## config.mk

```make
export PLATFORM = sky130hd
export DESIGN_NAME = dma_prio_arb
export DESIGN_NICKNAME = d
export VERILOG_FILES = /design/src/rtl/dma_arb_pkg.sv /design/src/rtl/dma_arb_level_scan.sv /design/src/rtl/dma_arb_rr_pick.sv /design/src/rtl/dma_arb_bus_policy.sv /design/src/rtl/dma_prio_arb.sv
export SDC_FILE = /design/constraint.sdc
export NUM_CORES = 1
export LEC_CHECK = 0
export ABC_AREA = 1
export CORE_ASPECT_RATIO = 0.9
export CORE_MARGIN = 2
export CORE_UTILIZATION = 52
export DETAILED_ROUTE_END_ITERATION = 10
export DONT_BUFFER_PORTS = 1
export GPL_ROUTABILITY_DRIVEN = 0
export PLACE_DENSITY = 0.67
export SETUP_SLACK_MARGIN = 0.2
export SYNTH_ARGS = -nofsm -noshare
export SYNTH_HDL_FRONTEND = slang
export SYNTH_SLANG_ARGS = --single-unit
```

## constraint.sdc

```tcl
create_clock -name clk_i -period 4.3 [get_ports clk_i]
set_input_delay 0.86 -clock clk_i [delete_from_list [all_inputs] [get_ports clk_i]]
set_output_delay 0.86 -clock clk_i [all_outputs]
set_load 0.05 [all_outputs]
```

## src/rtl/dma_arb_pkg.sv

```systemverilog
package dma_arb_pkg;

    typedef enum logic [1:0] {
        POL_COMPARE   = 2'b00,
        POL_DMA_FIRST = 2'b01,
        POL_EQUAL     = 2'b10,
        POL_CPU_FIRST = 2'b11
    } bus_pol_e;

    function automatic int unsigned wrap_next(input int unsigned idx, input int unsigned n);
        return (idx + 1 >= n) ? 0 : idx + 1;
    endfunction

endpackage

```

## src/rtl/dma_arb_level_scan.sv

```systemverilog
module dma_arb_level_scan #(
    parameter int NCH  = 6,
    parameter int PW   = 2,
    parameter int NLVL = 1 << PW
) (
    input  logic [NCH-1:0]              req_i,
    input  logic [NCH*PW-1:0]           prio_i,
    output logic [NLVL-1:0][NCH-1:0]    lvl_mask_o,
    output logic [PW-1:0]               top_lvl_o,
    output logic                        any_o
);

    for (genvar l = 0; l < NLVL; l++) begin : g_lvl
        for (genvar c = 0; c < NCH; c++) begin : g_ch
            assign lvl_mask_o[l][c] = req_i[c] && (prio_i[c*PW +: PW] == PW'(l));
        end
    end

    always_comb begin
        top_lvl_o = '0;
        for (int l = 0; l < NLVL; l++) begin
            if (|lvl_mask_o[l]) begin
                top_lvl_o = PW'(l);
            end
        end
    end

    assign any_o = |req_i;

endmodule

```

## src/rtl/dma_arb_rr_pick.sv

```systemverilog
module dma_arb_rr_pick #(
    parameter int NCH = 6,
    parameter int CW  = 3
) (
    input  logic [NCH-1:0] mask_i,
    input  logic [CW-1:0]  start_i,
    output logic           found_o,
    output logic [CW-1:0]  idx_o
);

    int unsigned cand;

    always_comb begin
        found_o = 1'b0;
        idx_o   = '0;
        cand    = 0;
        for (int k = 0; k < NCH; k++) begin
            cand = (int'(start_i) + k) % NCH;
            if (!found_o && mask_i[cand]) begin
                found_o = 1'b1;
                idx_o   = CW'(cand);
            end
        end
    end

endmodule

```

## src/rtl/dma_arb_bus_policy.sv

```systemverilog
module dma_arb_bus_policy
    import dma_arb_pkg::*;
#(
    parameter int PW = 2
) (
    input  logic [1:0]    policy_i,
    input  logic [PW-1:0] dma_prio_i,
    input  logic [PW-1:0] cpu_prio_i,
    output logic          dma_wins_o
);

    bus_pol_e pol;

    always_comb begin
        pol = bus_pol_e'(policy_i);
        unique case (pol)
            POL_COMPARE:   dma_wins_o = dma_prio_i > cpu_prio_i;
            POL_DMA_FIRST: dma_wins_o = 1'b1;
            POL_EQUAL:     dma_wins_o = 1'b0;
            POL_CPU_FIRST: dma_wins_o = 1'b0;
            default:       dma_wins_o = 1'b0;
        endcase
    end

endmodule

```

## src/rtl/dma_prio_arb.sv

```systemverilog
module dma_prio_arb
    import dma_arb_pkg::*;
#(
    parameter int NCH = 6,
    parameter int PW  = 2
) (
    input  logic                clk_i,
    input  logic                rst_ni,
    input  logic [NCH-1:0]      chan_req_i,
    input  logic [NCH*PW-1:0]   chan_prio_i,
    input  logic [NCH-1:0]      chan_cont_i,
    input  logic                word_done_i,
    input  logic                dma_ext_req_i,
    input  logic                cpu_ext_req_i,
    input  logic [PW-1:0]       cpu_prio_i,
    input  logic [1:0]          bus_policy_i,
    output logic [NCH-1:0]      grant_o,
    output logic                active_o,
    output logic [$clog2(NCH)-1:0] active_ch_o,
    output logic                bus_gnt_dma_o,
    output logic                bus_gnt_cpu_o
);

    localparam int CW   = $clog2(NCH);
    localparam int NLVL = 1 << PW;

    typedef struct packed {
        logic                       busy;
        logic [CW-1:0]              owner;
        logic [NLVL-1:0][CW-1:0]    rr_ptr;
        logic                       ext_hold;
    } arb_state_t;

    arb_state_t st_d, st_q;

    logic [NLVL-1:0][NCH-1:0] lvl_mask;
    logic [PW-1:0]            top_lvl;
    logic                     any_req;
    logic                     pick_found;
    logic [CW-1:0]            pick_idx;
    logic [PW-1:0]            own_prio;
    logic                     keep_owner;
    logic [CW-1:0]            winner;
    logic                     decide;
    logic                     dma_wins;
    logic                     bus_dma;

    dma_arb_level_scan #(.NCH(NCH), .PW(PW), .NLVL(NLVL)) i_scan (
        .req_i      (chan_req_i),
        .prio_i     (chan_prio_i),
        .lvl_mask_o (lvl_mask),
        .top_lvl_o  (top_lvl),
        .any_o      (any_req)
    );

    dma_arb_rr_pick #(.NCH(NCH), .CW(CW)) i_pick (
        .mask_i  (lvl_mask[top_lvl]),
        .start_i (st_q.rr_ptr[top_lvl]),
        .found_o (pick_found),
        .idx_o   (pick_idx)
    );

    assign own_prio = chan_prio_i[st_q.owner*PW +: PW];

    dma_arb_bus_policy #(.PW(PW)) i_pol (
        .policy_i   (bus_policy_i),
        .dma_prio_i (own_prio),
        .cpu_prio_i (cpu_prio_i),
        .dma_wins_o (dma_wins)
    );

    // The owner stays only if continuous, still requesting and still at the top level.
    assign keep_owner = st_q.busy && chan_cont_i[st_q.owner]
                        && chan_req_i[st_q.owner] && (own_prio == top_lvl);
    assign winner     = keep_owner ? st_q.owner : pick_idx;
    assign decide     = !st_q.busy || word_done_i;

    // Once DMA holds the external bus for a word, it keeps it to the word end.
    assign bus_dma = st_q.busy && dma_ext_req_i
                     && (st_q.ext_hold || !cpu_ext_req_i || dma_wins);

    always_comb begin
        st_d = st_q;
        if (decide) begin
            if (any_req && (keep_owner || pick_found)) begin
                st_d.busy            = 1'b1;
                st_d.owner           = winner;
                st_d.rr_ptr[top_lvl] = CW'(wrap_next(int'(winner), NCH));
            end else begin
                st_d.busy  = 1'b0;
                st_d.owner = '0;
            end
        end
        st_d.ext_hold = bus_dma && !word_done_i;
    end

    always_ff @(posedge clk_i or negedge rst_ni) begin
        if (!rst_ni) begin
            st_q <= '0;
        end else begin
            st_q <= st_d;
        end
    end

    always_comb begin
        grant_o = '0;
        if (st_q.busy) begin
            grant_o[st_q.owner] = 1'b1;
        end
    end

    assign active_o      = st_q.busy;
    assign active_ch_o   = st_q.busy ? st_q.owner : '0;
    assign bus_gnt_dma_o = bus_dma;
    assign bus_gnt_cpu_o = cpu_ext_req_i && !bus_dma;

endmodule

```

==> impl_summary.log, run 1 <==
[metrics] master of the slowest instance on the critical path: or2_4
[metrics] max-slew violation count: 0
[metrics] post-synthesis cell type count: between 40 and 50
[metrics] kind of critical path: in2reg
[metrics] Worst slew margin: 0.406
[metrics] post-DP HPWL: 6750 um
[metrics] number of enable-type register cells in the synthesized netlist: 0
[metrics] number of buffers inserted for hold repair after clock tree synthesis: 0
[metrics] clock net sink count: 17
[metrics] number of cells in the design after placement: 605
[metrics] insertion delay of the later-clocked pin in the worst-skew pair: 250 ps
[metrics] number of nets in the finished design: ~610
[metrics] Port-buffer cells: 0
[metrics] CTS Buf Count: 3
[metrics] clock root buffer master: clkbuf_8
[metrics] f_max: 0.213 GHz
[metrics] number of standard cells in the final layout excluding fillers: approximately 620
[metrics] dominant combinational cell family by area after synthesis: simple AND/OR/NAND/NOR gates
[metrics] starting utilization of the core area: 0.538
[metrics] endpoint class of the critical path: flip-flop
[metrics] R2R Path Start: st_q[11]
[metrics] asr flop ratio synth: 1.00
[metrics] arrival time worst endpoint: 4850 ps
[metrics] class of the worst hold path: in2async
[metrics] detailed-route wire length per cell: approximately 14 um
[metrics] post-synthesis area per instance: 6.11 sq um
[metrics] Clk pin slew, worst setup/hold paths: approximately 70 ps
[metrics] total gr overflow: 0
[metrics] final-report hold violation count: 0
[metrics] multiplexer area fraction after synthesis: 0
[metrics] CORE AREA: 5260 sq um
[metrics] worst stage delay on the critical path: 240 ps
[metrics] Primary FF master, synth: dfrtp_1
[metrics] overall fraction of global-route tracks in use: 0.295
[metrics] Crit Path Max Fanout: 8
[metrics] compound-gate portion of the synthesized area: 0.138
[metrics] reported max-cap violation count: 0
[metrics] xor and xnor area share after synthesis: 0.0301
[metrics] final clock period utilization by the worst path: 1.09
[metrics] number of setup violations in the final report: 16
[metrics] initial antenna violation count: 0
[metrics] smallest setup slack after layout: -401 ps
[metrics] DIE WIDTH: 81.8 um
[metrics] maximum count of clock buffers along a single path: 2
[metrics] Vias: about 3,400
[metrics] category of the worst setup path launch point: input pin
[metrics] violated checks: setup timing
[metrics] I/O pin count: 45
[metrics] post-synthesis cell count: roughly 460
[metrics] vias in the first global route: ~3,200
[metrics] number of synthesized register bits: 17
[metrics] fraction of layout instances using a drive strength above 1: 0.391
[metrics] via density per instance: 5.50
[metrics] register-to-register setup slack: 350 ps
[metrics] total number of H-tree levels: 1
[metrics] worst reg2reg path endpoint: st_q[7]
[metrics] post-synthesis instance area: between 2000 and 3000 sq um
[metrics] clock tree skew after final layout: 2.70 ps
[metrics] post-synthesis share of cell area spent on full adders, half adders and majority gates: 0.0752
[metrics] synth-to-layout area growth: 41.4%
[metrics] Antenna diodes: 0
[metrics] most frequent standard cell in the layout excluding fill and tap cells: nand2_1
[metrics] commonest non-fill, non-tap cells in the layout: nand2_1 (109), buf_4 (89), inv_1 (53)
[metrics] remaining design rule violation count: 0
[metrics] fraction of the yosys area taken by sequential cells: 0.150
[metrics] drt initial violations: 187
[metrics] share of the core filled with cells: 0.761
[metrics] critical path's top delay family: simple AND/OR/NAND/NOR gates
[metrics] fill cell total of the finished layout: around 420
[metrics] result of the run: finished with violations
[metrics] final worst path period need: approximately 4700 ps
[metrics] unrepaired setup endpoints after global routing: yes
[metrics] wire length of the first global-routing pass: 14,000 um
[metrics] worst reg-to-reg path cell count: 30
[metrics] largest net degree at the start of global routing: 18
[metrics] area share of and/or/nand/nor cells after synthesis: 0.494
[metrics] worst slew pin tran: roughly 890 ps
[metrics] total detailed-routing wirelength: approximately 9000 um
[metrics] Pre-Repair DR Iteration Count: 5
[metrics] Synth warnings: 0
[metrics] number of buffers and inverters on the critical path: 7
[metrics] post-route ant nets: 0
[metrics] net count after synthesis: roughly 500
[metrics] Std-Cell Rows: 25
[metrics] clock tree from TritonCTS: done
[metrics] Die Y-Extent: 74.0 um
[metrics] die footprint: between 6000 and 7000 sq um
[metrics] data required time of the worst path: roughly 4500 ps
[metrics] most used cell along the critical path: nand2_2
==> cell usage after synthesis (2+ instances only) <==
cell,count,area [sq um]
o21ai_1,15,75.1
inv_1,65,244
dfrtp_1,17,425
nand2_4,2,22.5
nor3_1,3,15.0
inv_2,11,41.3
ha_1,17,213
o21a_1,2,15.0
nor2_2,5,31.3
a21oi_1,17,85.1
o22ai_1,3,18.8
xor2_1,3,26.3
nand3_4,7,123
nand4_1,13,81.3
nand3_1,57,285
o21ai_2,2,17.5
xor2_2,2,32.5
nand3_2,7,70.1
xnor2_1,3,26.3
nand2_2,10,62.6
o21ai_0,13,65.1
nand2_1,123,462
buf_6,2,22.5
nor2_1,40,150
or2_1,2,12.5
o211ai_1,6,45.0
==> per-layer routing <==
| metal | share of wire | up-vias | track usage |
|---|---|---|---|
| li1 | - | 1700 | - |
| met1 | 0.44 | 1599 | 0.398 |
| met2 | 0.49 | 114 | 0.518 |
| met3 | 0.054 | 16 | 0.0303 |
| met4 | 0.015 | 0 | 0.0574 |
| met5 | 0 | - | 0 |
==> how the worst max path moves through the flow <==
stage | start | to | slack, ps | depth (start not counted)
3_5_place_dp | chan_prio_i[11] | st_q[4] | -590 | 36
6_report | chan_prio_i[0] | st_q[7] | -400 | 36
2_1_floorplan | chan_prio_i[2] | st_q[2] | -400 | 36
3_3_place_gp | chan_prio_i[11] | st_q[11] | -510 | 33
5_1_grt | chan_prio_i[0] | st_q[7] | -640 | 36
4_1_cts | chan_prio_i[2] | st_q[10] | -160 | 35
==> cells by family (layout without fill, tap and decap cells) <==
| group | after synthesis | count (layout) |
|---|---|---|
| AND/OR/NAND/NOR | 277 | 277 |
| buffers and inverters | 80 | 174 |
| AO/OA/AOI/OAI | 64 | 64 |
| adder cells (fa/ha/maj) | 17 | 17 |
| flip-flops | 17 | 17 |
| XOR/XNOR | 8 | 8 |
==> flip-flops by register name, summed over array words and instances (netlist names) <==
| signal | count |
|---|---|
| active_o | 1 |
| st_q | 16 |
==> stage by stage <==
stage / hold WS, ps / setup slack [ps] / area, sq um / setup TNS, ps
detailed placement: 465 / -592 / 3580 / -7590
global route: 277 / -640 / 4000 / -8270
finish: 295 / -401 / 4000 / -4640
CTS: 288 / -164 / 3830 / -1710
global placement: 467 / -515 / 3580 / -6580
floorplan: 443 / -405 / 2940 / -4660
==> layout make-up <==
type	instances	area [sq um]	area share
Inverter	76	313	0.0782
Clock inverter	1	5.00	0.00125
Timing Repair Buffer	94	733	0.183
Multi-Input combinational cell	366	2400	0.600
Sequential cell	17	425	0.106
Clock buffer	3	41.3	0.0103
Tap cell	67	83.8	0.0210
==> what timing repair did <==
action	4_1_cts	5_1_grt
resized for setup	38	31
pin swaps	20	23
setup buffers	9	6
setup endpoints to repair	16	16
cloned	0	0
Power of run 1 is left out: the tool's default activity adds up to more than one toggle a clock period on the data nets, which glitch-free logic cannot reach.
==> run 2, diff against run 1 <==
- ABC_AREA: 1 -> not set
==> run 2 against run 1 <==
  * Count of clock-buffer cells in the layout is 1 higher
  * Via count is 17% higher
  * Clock skew is 0.56 ps lower
  * Highest routed layer unchanged
  * The flow still finishes with violations (setup timing)
  * Design area is 16% higher
  * Area after synthesis is 13% higher
  * Critical path depth is 10 lower
  * Hold slack better by 0.99 ps
  * Register-to-register slack worse by 1300 ps
==> impl_summary.log, run 2 <==
[metrics] unrepaired setup endpoints after global routing: yes
[metrics] fraction of the yosys area taken by sequential cells: 0.133
[metrics] clock net sink count: 17
[metrics] CTS Buf Count: 3
[metrics] number of nets in the finished design: 578
[metrics] commonest non-fill, non-tap cells in the layout: buf_4 (127), nand2_1 (34), nor2_1 (28)
[metrics] Primary FF master, synth: dfrtp_1
[metrics] result of the run: finished with violations
[metrics] number of standard cells in the final layout excluding fillers: 599
[metrics] worst reg-to-reg path cell count: 24
[metrics] Biggest register: st_q
[metrics] number of buffers inserted for hold repair after clock tree synthesis: 0
[metrics] post-synthesis cell type count: 97
[metrics] Antenna diodes: 0
[metrics] CORE AREA: 6050 sq um
[metrics] total number of H-tree levels: 1
[metrics] number of synthesized register bits: 17
[metrics] total gr overflow: 0
[metrics] final worst path period need: just under 6000 ps
[metrics] drt initial violations: approximately 370
[metrics] post-synthesis instance area: roughly 3200 sq um
[metrics] worst reg2reg path endpoint: st_q[3]
[metrics] DIE WIDTH: about 87 um
[metrics] reported max-cap violation count: 0
[metrics] number of cells in the design after placement: 583
[metrics] worst vdd ir: around 1.1 mV
[metrics] combined area of the multi-input logic cells: 2930 sq um
[metrics] detailed-route wire length per cell: about 20 um
[metrics] share of total power in sequential cells: 0.067
[metrics] clock root buffer master: clkbuf_8
[metrics] class of the worst hold path: in2async
[metrics] R2R Path Start: st_q[1]
[metrics] largest net degree at the start of global routing: 18
[metrics] switching share of total power: 0.498
[metrics] most frequent cells after synthesis: nand2_1 (35), nor2_1 (30), inv_1 (27), nand3_1 (20), a21oi_1 (18)
[metrics] worst slew pin tran: 889 ps
[metrics] data required time of the worst path: around 4500 ps
[metrics] number of enable-type register cells in the synthesized netlist: 0
[metrics] clock tree from TritonCTS: done
[metrics] Synth top area share: 0.133
[metrics] worst stage delay on the critical path: 490 ps
[metrics] Std-Cell Rows: 27
[metrics] synth-to-layout area growth: 44.9%
[metrics] final-report hold violation count: 0
[metrics] post-synthesis area per instance: a little under 8 sq um
[metrics] f_max: between 0.15 and 0.2 GHz
[metrics] Pre-Repair DR Iteration Count: 5
[metrics] post-layout power: between 4 and 5 mW
[metrics] post-DP HPWL: 8910 um
[metrics] total detailed-routing wirelength: between 10,000 and 15,000 um
[metrics] Vias: approximately 4,000
[metrics] maximum count of clock buffers along a single path: 2
[metrics] final clock period utilization by the worst path: 1.35
[metrics] Clock Power Share: 0.026
[metrics] via density per instance: around 6.7
[metrics] crit path from: chan_prio_i[3]
[metrics] arrival time worst endpoint: approximately 6000 ps
[metrics] cells taking the most area after synthesis: dfrtp_1 (13%), ha_1 (6.6%), nand2_1 (4.1%)
[metrics] number of setup violations in the final report: 16
[metrics] flip-flop count of the largest register after layout: 16
[metrics] worst setup path endpoint: st_q[3]
[metrics] Port-buffer cells: 0
[metrics] Clk pin slew, worst setup/hold paths: about 60 ps
[metrics] post-synthesis cell count: about 400
[metrics] master of the slowest instance on the critical path: mux4_2
[metrics] power spent charging and discharging nets: roughly 2.2 mW
[metrics] overall fraction of global-route tracks in use: 0.334
[metrics] Storage cell area: about 430 sq um
[metrics] fraction of layout instances using a drive strength above 1: 0.448
[metrics] remaining design rule violation count: 0
[metrics] net count after synthesis: about 450
[metrics] library cell occupying the most area in the post-synthesis netlist: dfrtp_1
[metrics] max-slew violation count: 0
[metrics] vias in the first global route: approximately 3,700
[metrics] Worst slew margin: 0.405
[metrics] most repeated cell in the gate-level netlist after synthesis: nand2_1
[metrics] I/O pin count: 45
[metrics] clock tree skew after final layout: ~2.1 ps
[metrics] insertion delay of the later-clocked pin in the worst-skew pair: 250 ps
[metrics] register-to-register setup slack: -980 ps
[metrics] Crit Path Max Fanout: 5
[metrics] smallest setup slack after layout: -1490 ps
[metrics] leakage power: about 2 nW
[metrics] die footprint: between 6000 and 7000 sq um
[metrics] asr flop ratio synth: 1.00
[metrics] internal power summed over all cells: 2.26 mW
[metrics] post-route ant nets: 0
[metrics] wire length of the first global-routing pass: roughly 18,000 um
[metrics] endpoint class of the critical path: flip-flop
[metrics] violated checks: setup timing
[metrics] Die Y-Extent: just under 80 um
[metrics] most frequent standard cell in the layout excluding fill and tap cells: buf_4
[metrics] Synth warnings: 0
[metrics] category of the worst setup path launch point: input pin
[metrics] kind of critical path: in2reg
[metrics] pwr dens: 969 nW/um^2
[metrics] fraction of power consumed by combinational cells: 0.907
[metrics] initial antenna violation count: 0
[metrics] starting utilization of the core area: 0.531
[metrics] fill cell total of the finished layout: 428
-- run 2: what timing repair did --
item / CTS / global route
setup endpoints to repair: 16 / 18
pin swaps: 8 / 15
resized for setup: 17 / 34
buffers inserted: 5 / 7
gates cloned: 0 / 0
-- run 2: per-stage QoR --
| stage | setup slack (ps) | setup TNS (ps) | utilization | hold slack [ps] | instance area [sq um] |
|---|---|---|---|---|---|
| floorplan | -1760 | -23350 | - | 469 | 3310 |
| global placement | -1660 | -22620 | 0.699 | 565 | 4220 |
| detailed placement | -1770 | -24150 | 0.699 | 565 | 4220 |
| CTS | -1360 | -18380 | 0.727 | 296 | 4390 |
| global route | -1820 | -24510 | 0.770 | 285 | 4650 |
| finish | -1490 | -20380 | 0.770 | 296 | 4650 |
-- run 2: worst min-delay path by stage --
stage	startpoint	end	slack (ps)	cells after the start
2_1_floorplan	st_q[10]	st_q[10]	470	1
3_3_place_gp	rst_ni	st_q[5]	560	0
3_5_place_dp	rst_ni	st_q[5]	560	0
4_1_cts	rst_ni	st_q[8]	300	0
5_1_grt	rst_ni	st_q[2]	280	0
6_report	rst_ni	st_q[5]	300	0
-- run 2: area by class of cell --
type                       instances  area share
clock buffer                       4     0.00968
multi-input combinational        341       0.631
tap                               72      0.0194
sequential                        17      0.0917
inverter                          32      0.0274
timing repair buffer             133       0.221
-- run 2: worst max-delay path, delay by kind of cell --
family          cells  cell delay (ps)
compound gates      7             1570
fa+ha+maj           3              500
buf+inv             4              420
mux                 3              850
simple gates        9             1770
-- run 2: metal layers --
metal	track usage	vias up	routed length [um]
met5	0	-	0
met4	0.0953	0	282
met3	0.0379	35	859
met2	0.532	198	5570
met1	0.472	1949	5010
li1	-	1821	-
-- run 2: power groups by stage --
stage / Sequential [mW] / Combinational [mW] / Clock (mW)
2_1_floorplan: 0.276 / 2.23 / 0
3_3_place_gp: 0.297 / 3.34 / 0
3_5_place_dp: 0.300 / 3.41 / 0
4_1_cts: 0.297 / 3.59 / 0.119
5_1_grt: 0.308 / 4.37 / 0.126
6_report: 0.302 / 4.09 / 0.118
-- run 2: logic make-up after synthesis --
kind of cell,after synthesis,share of synthesized area
multiplexers,22,0.0764
AND/OR/NAND/NOR,159,0.277
AO/OA/AOI/OAI,137,0.363
flip-flops,17,0.133
buffers and inverters,46,0.0639
adder cells (fa/ha/maj),17,0.0662
XOR/XNOR,6,0.0210
(Power assumes the default switching activity.)
